## src/rtl/fr_timer_pkg.sv

```systemverilog
package fr_timer_pkg;
    parameter int unsigned CNT_W  = 16;
    parameter int unsigned PSEL_W = 3;
    localparam int unsigned HALF_W = CNT_W / 2;
    localparam int unsigned PRE_W  = (1 << PSEL_W) - 1;

    typedef struct packed {
        logic [PRE_W-1:0] pre;
    } pre_st_t;

    typedef struct packed {
        logic [CNT_W-1:0] cnt;
    } cnt_st_t;

    typedef struct packed {
        logic flag;
    } flg_st_t;

    typedef struct packed {
        logic              bypass;
        logic [PSEL_W-1:0] psel;
    } cfg_st_t;
endpackage

```

## src/rtl/fr_timer_prescale.sv

```systemverilog
module fr_timer_prescale
    import fr_timer_pkg::*;
(
    input  logic              clk,
    input  logic              rst,
    input  logic              hold,
    input  logic [PSEL_W-1:0] psel,
    output logic              tick,
    output logic [PRE_W-1:0]  pre_val
);
    pre_st_t          s_q, s_d;
    logic [PRE_W:0]   span;
    logic [PRE_W-1:0] mask;

    always_comb begin
        span = ((PRE_W+1)'(1) << psel) - (PRE_W+1)'(1);
        mask = span[PRE_W-1:0];
        s_d  = s_q;
        if (hold) begin
            s_d.pre = '0;
            tick    = 1'b1;
        end else begin
            s_d.pre = s_q.pre + PRE_W'(1);
            tick    = ((s_q.pre & mask) == mask);
        end
    end

    always_ff @(posedge clk) begin
        if (rst) s_q <= '0;
        else     s_q <= s_d;
    end

    assign pre_val = s_q.pre;
endmodule

```

## src/rtl/fr_timer_cnt.sv

```systemverilog
module fr_timer_cnt
    import fr_timer_pkg::*;
(
    input  logic             clk,
    input  logic             rst,
    input  logic             tick,
    input  logic             split,
    input  logic             clr_req,
    output logic [CNT_W-1:0] count,
    output logic             wrap_evt
);
    cnt_st_t                s_q, s_d;
    logic [1:0][HALF_W-1:0] half_nx;
    logic [1:0]             half_top;

    for (genvar h = 0; h < 2; h++) begin : g_half
        assign half_nx[h]  = s_q.cnt[h*HALF_W +: HALF_W] + HALF_W'(1);
        assign half_top[h] = &s_q.cnt[h*HALF_W +: HALF_W];
    end

    always_comb begin
        s_d      = s_q;
        wrap_evt = 1'b0;
        if (tick) begin
            if (clr_req) begin
                s_d.cnt = '0;
            end else if (split) begin
                s_d.cnt  = half_nx;
                wrap_evt = half_top[1];
            end else begin
                s_d.cnt  = s_q.cnt + CNT_W'(1);
                wrap_evt = &half_top;
            end
        end
    end

    always_ff @(posedge clk) begin
        if (rst) s_q <= '0;
        else     s_q <= s_d;
    end

    assign count = s_q.cnt;
endmodule

```

## src/rtl/fr_timer_flag.sv

```systemverilog
module fr_timer_flag
    import fr_timer_pkg::*;
(
    input  logic clk,
    input  logic rst,
    input  logic set_evt,
    input  logic clr_wr,
    input  logic clr_data,
    output logic flag
);
    flg_st_t s_q, s_d;

    always_comb begin
        s_d = s_q;
        if (set_evt)                s_d.flag = 1'b1;
        else if (clr_wr && clr_data) s_d.flag = 1'b0;
    end

    always_ff @(posedge clk) begin
        if (rst) s_q <= '0;
        else     s_q <= s_d;
    end

    assign flag = s_q.flag;
endmodule

```

## src/rtl/fr_timer.sv

```systemverilog
module fr_timer
    import fr_timer_pkg::*;
(
    input  logic              clk,
    input  logic              rst,
    input  logic              cfg_we,
    input  logic              cfg_bypass,
    input  logic [PSEL_W-1:0] cfg_psel,
    input  logic              cmp_clr,
    input  logic              flag_wr,
    input  logic              flag_wdata,
    output logic [CNT_W-1:0]  count,
    output logic              ovf_flag
);
    cfg_st_t          cfg_q, cfg_d;
    logic             tick;
    logic             wrap_evt;
    logic [PRE_W-1:0] pre_cnt;

    always_comb begin
        cfg_d = cfg_q;
        if (cfg_we) begin
            cfg_d.bypass = cfg_bypass;
            cfg_d.psel   = cfg_psel;
        end
    end

    always_ff @(posedge clk) begin
        if (rst) cfg_q <= '0;
        else     cfg_q <= cfg_d;
    end

    fr_timer_prescale u_pre (
        .clk     (clk),
        .rst     (rst),
        .hold    (cfg_q.bypass),
        .psel    (cfg_q.psel),
        .tick    (tick),
        .pre_val (pre_cnt)
    );

    fr_timer_cnt u_cnt (
        .clk      (clk),
        .rst      (rst),
        .tick     (tick),
        .split    (cfg_q.bypass),
        .clr_req  (cmp_clr),
        .count    (count),
        .wrap_evt (wrap_evt)
    );

    fr_timer_flag u_flg (
        .clk      (clk),
        .rst      (rst),
        .set_evt  (wrap_evt),
        .clr_wr   (flag_wr),
        .clr_data (flag_wdata),
        .flag     (ovf_flag)
    );
endmodule

```

## config.mk

```make
export PLATFORM = sky130hd
export DESIGN_NAME = fr_timer
export DESIGN_NICKNAME = d
export VERILOG_FILES = /design/src/rtl/fr_timer_pkg.sv /design/src/rtl/fr_timer_prescale.sv /design/src/rtl/fr_timer_cnt.sv /design/src/rtl/fr_timer_flag.sv /design/src/rtl/fr_timer.sv
export SDC_FILE = /design/constraint.sdc
export NUM_CORES = 1
export LEC_CHECK = 0
export CAP_MARGIN = 20
export CORE_UTILIZATION = 29
export CTS_BUF_LIST = sky130_fd_sc_hd__clkbuf_8
export CTS_CLUSTER_DIAMETER = 60
export DETAILED_ROUTE_END_ITERATION = 8
export PLACE_DENSITY = 0.58
export RECOVER_POWER = 100
export SETUP_SLACK_MARGIN = 0.2
export SYNTH_ARGS = -nofsm -noshare
export SYNTH_HDL_FRONTEND = slang
export SYNTH_SLANG_ARGS = --single-unit
```

## constraint.sdc

```tcl
create_clock -name clk -period 1.85 [get_ports clk]
set_input_delay 0.555 -clock clk [delete_from_list [all_inputs] [get_ports clk]]
set_output_delay 0.555 -clock clk [all_outputs]
set_load 0.01 [all_outputs]
```

Word-level counts from Yosys, hierarchy flattened

Index checks and enable logic that the tools add are counted.
W data, S select, Z words.

Register bits: 28
Logic and storage cells: 26

$add $sub $neg: 5
Equality and inequality tests: 1
Shifts and indexed selects: 1
Muxes and demuxes: 8
Bitwise operators: 1
Reductions and logical operators: 5

Operators with widths:

| kind                    | count |
|---|---|
| $mux W16                | 2 |
| $add A16 B1 Y16 const B | 1 |
| $add A8 B1 Y8 const B   | 2 |
| $reduce_and A16 Y1      | 1 |
| $reduce_and A8 Y1       | 1 |
| $add A7 B1 Y7 const B   | 1 |
| $and A7 B7 Y7           | 1 |
| $eq A7 B7 Y1            | 1 |
| $shl A1 B3 Y7 const A   | 1 |
| $sub A7 B2 Y7 const B   | 1 |
| $mux W1                 | 6 |
| $reduce_bool A2 Y1      | 1 |
| $reduce_or A2 Y1        | 1 |
| $logic_and A1 B1 Y1     | 1 |

Logic depth before layout (Yosys ltp)

Gate-level depths: netlist of run 1.

Depth after elaboration: 7
Gate-level depth with buffers: 7
Mapped depth without buffers: 7

By module

Synthesis of run 1 repeated with hierarchy kept, for this count alone.

Cells, all modules: 159
Area, all modules: 1,375.1 sq um

Modules (own cells, without submodules):

| module            | instances | cells an instance | area an instance (sq um) | sequential area each (sq um) |
|---|---|---|---|---|
| fr_timer_cnt      | 1         | 104               | 868.3                    | 320.3 |
| fr_timer_prescale | 1         | 38                | 324.1                    | 140.1 |
| fr_timer          | 1         | 13                | 140.1                    | 80.1 |
| fr_timer_flag     | 1         | 4                 | 42.5                     | 20.0 |

Least setup slack after synthesis of run 1

Ideal clock, no wire load.

Path type: register to register
From: reg u_cnt.s_q, in the netlist u_cnt.count[0]
To: reg u_cnt.s_q, in the netlist u_cnt.count[14]
Arrival time: 1.668 ns
Required time: 1.733 ns
Setup slack: 0.064 ns
Stages on the path, launching flop included: 8
Path buffers: 0
Cells stage by stage: dfxtp_1 > ha_1 > nand3_1 > o21ai_2 > and3_2 > nand4_2 > a21bo_1 > a32o_1

Word-level cells in the longest chain between the ends: 3

Ends and longest elaborated chain:

| what                     | line               | RTL |
|---|---|---|
| start: declaration       | fr_timer_cnt.sv:12 | `cnt_st_t s_q, s_d;` |
| start signal: assignment | fr_timer_cnt.sv:38 | `if (rst) s_q <= '0;` |
| start signal: assignment | fr_timer_cnt.sv:39 | `else s_q <= s_d;` |
| $add A16 B1 Y16          | fr_timer_cnt.sv:31 | `s_d.cnt = s_q.cnt + CNT_W'(1);` |
| $mux W16                 | fr_timer_cnt.sv:27 | `end else if (split) begin` |
| $mux W16                 | fr_timer_cnt.sv:25 | `if (clr_req) begin` |

No other way between the ends.
A chain may end at the register's enable or synchronous reset.

Worst setup path in the final report of run 1

From: reg u_cnt.s_q, in the netlist u_cnt.count[1]
To: reg u_cnt.s_q, in the netlist u_cnt.count[14]

The elaborated chain is that of the path after synthesis.

==> results of run 1 <==
-- state kept, by name (all words and copies together), names as in the netlist --
register,flops
u_flg.flag,1
u_pre.pre_val,7
cfg_q,4
u_cnt.count,16
-- cell families after synthesis --
family	share of synthesized area [%]
AND/OR/NAND/NOR	21.9
AO/OA/AOI/OAI	23.7
flip-flops	39.5
buffers and inverters	5.64
XOR/XNOR	3.08
multiplexers	3.52
adder cells (fa/ha/maj)	2.64
-- worst max-delay path, delay by kind of cell (launching register included) --
family,cells,cell delay [ns]
flip-flops,1,0.43
adder cells (fa/ha/maj),1,0.18
AO/OA/AOI/OAI,3,0.60
AND/OR/NAND/NOR,3,0.38
-- timing repair --
| action | CTS | global route |
|---|---|---|
| setup endpoints to repair | 29 | 17 |
| resized for setup | 33 | 29 |
| setup buffers | 4 | 4 |
| pin swaps | 4 | 15 |
| gates cloned | 0 | 0 |
-- final cells by class --
| class | count | share of cell area, % |
|---|---|---|
| inverter | 8 | 1.47 |
| timing repair buffer | 47 | 21.2 |
| sequential | 28 | 28.9 |
| clock buffer | 3 | 2.02 |
| tap | 67 | 4.10 |
| clock inverter | 1 | 0.183 |
| multi-input combinational | 113 | 42.2 |
-- final timing paths --
kind | to | start | slack, ns
worst max-delay path | u_cnt.count[14] | u_cnt.count[1] | 0.17
worst min-delay path | u_pre.pre_val[0] | u_pre.pre_val[0] | 0.45
worst max register to register | u_cnt.count[14] | u_cnt.count[1] | 0.17
worst min register to register | u_pre.pre_val[0] | u_pre.pre_val[0] | 0.45
-- Yosys cell counts (all sizes together) (2+ instances only) --
cell type and number:
xnor2 4, nand2 11, o41ai 2, dfxtp 28, o21ai 16, ha 3
clkbuf 2, o31ai 2, nand4 4, mux2i 5, nor3 5, nor2b 3
and3 6, and2 2, nor3b 6, o2111ai 2, a32o 11, nor2 14
a21oi 2, nand3 6, buf 4, a211o 2, inv 8
-- power breakdown --
part	switching [mW]	internal (mW)
registers	0.0199	0.617
clock network	0.185	0.149
logic	0.0966	0.0976
total	0.302	0.863
-- per-layer routing --
metal	part of all wire, %	vias to the layer above	track usage, %
met5	0	-	0
met4	2.1	0	5.88
met3	2.7	6	2.08
met2	43	28	21.0
met1	52	611	19.6
li1	-	675	-
-- per-stage QoR --
stage / hold WS (ns) / std cells / power [mW]
3_5_place_dp: 0.477 / 255 / 0.824
4_1_cts: 0.468 / 263 / 1.16
6_report: 0.451 / 267 / 1.16
2_1_floorplan: 0.451 / 156 / 0.749
3_3_place_gp: 0.474 / 255 / 0.823
5_1_grt: 0.473 / 267 / 1.22
==> metrics.cfg, run 1 <==
[floorplan]
start_util_pct = 30.1
core-area_sq_um = 4720
top_level_ports = 27
die_w_um = 72.0
die_y_um = 72.0
rows = 25
dieArea_sq_um = 5180

[drt]
wire_per_inst_um = 12.9
wirelength_mm = 3.45
ant_nets = 0
drc = 0
drtIter0Drc = 100
firstDrtPassIters = 6
vias_per_cell = 4.94
num_vias = 1320

[timing]
tightestPinTransition_ns = 0.269
fin_skew_ns = 0.00192
period_share_pct = 90.6
rsz0062_at_grt = yes
fmax_ghz = 0.596
period_minus_slack_ns = 1.68
hold_viol_final = 0
setup_viol = 0
final_max_slew_viol_count = 0
fin_ws_ns = 0.173
relSlewSlack_pct = 81.9
setup_tns_ns = 0

[grt]
grt_pass1_vias = 1191
track_usage_pct = 13.8
grt_max_degree = 23
antenna_found_initial = 0
gr-total-overflow = 0
grt_pass1_wl_mm = 5.65

[placed_design]
post-dp-hpwl_mm = 2.33
place.gp.congestion = 0.711
dpl_cell_area_sq_um = 1850
io_buffers = 26
post-place-ws_ns = 0.0701

[yosys]
async_flop_share_pct = 0
yosys_register_bits = 28
synth_edf_count = 0
synth_seq_area_share_pct = 39.5
synth.avg_cell_area_sq_um = 9.10
synth_cells = 156
syn_area_sq_um = 1420
synth_top_area_cell = dfxtp_1
syn_nets = 169
synth_top_area_share_pct = 39.5
synth_cell_types = 39
synthTopCellsByArea = dfxtp_1 39%, a32o_1 7.8%, o21ai_0 4.2%
ys.warnings.count = 0
synthFlopType = dfxtp_1

[power]
p_per_area_nw_per_um2 = 569
ir_drop_v = 0.000269
leakagePower_nw = 0.857

[worst_setup_path]
arrival_ns = 1.85
crit_chain = ha_4, nand3_4, o21ai_4, and3_4, nand4_4, a21bo_1, a32o_1
crit_type = flip-flop to flip-flop
critPathMaxFanout = 3
endpoint_kind = flip-flop
crit_required_ns = 2.02
slowest_delay_ns = 0.43
cp-start-kind = flip-flop
worst-r2r-cell-count = 7
cpMaxStageDelayCell = dfxtp_1

[layout]
fill_cells = 475
final_area_sq_um = 2050
syn2layout_area_growth_pct = 44.1
drive_gt1_share_pct = 31.0
utilization_pct = 43.3
num_antenna_cells = 0
final_cell_mix = 16 x dlygate4sd2_1, 16 x buf_4, 12 x nor2_1, 12 x dfxtp_1, 12 x dfxtp_2
layout.area.seq_sq_um = 591
multi_input_area_sq_um = 863
num-nets-final = 214

[clocking]
clockBufferDepth = 2
cts_buffers = 3
clock_latency_ns = 0.27
cts_hold_buf = 0
clkTransAtPathRegs_ns = 0.09
clock-root-buffer = clkbuf_8
cts_tree = built
clock_sinks = 28
h-tree-depth = 1

[job]
cap_violations = 0

[worst_hold_path]
hold_depth = 1
hold_class = flip-flop to flip-flop

[run_status]
status = finished, final reports clean

Power figures use the tool's default switching activity.
==> run 2, diff against run 1 <==
--- a/config.mk
+++ b/config.mk
@@ -10,6 +10,7 @@
 export CTS_BUF_LIST = sky130_fd_sc_hd__clkbuf_8
 export CTS_CLUSTER_DIAMETER = 60
 export DETAILED_ROUTE_END_ITERATION = 8
+export GPL_ROUTABILITY_DRIVEN = 0
 export PLACE_DENSITY = 0.58
 export RECOVER_POWER = 100
 export SETUP_SLACK_MARGIN = 0.2
==> results of run 2 <==
Same layout as run 1: the final DEF is identical, and so are final timing and power.
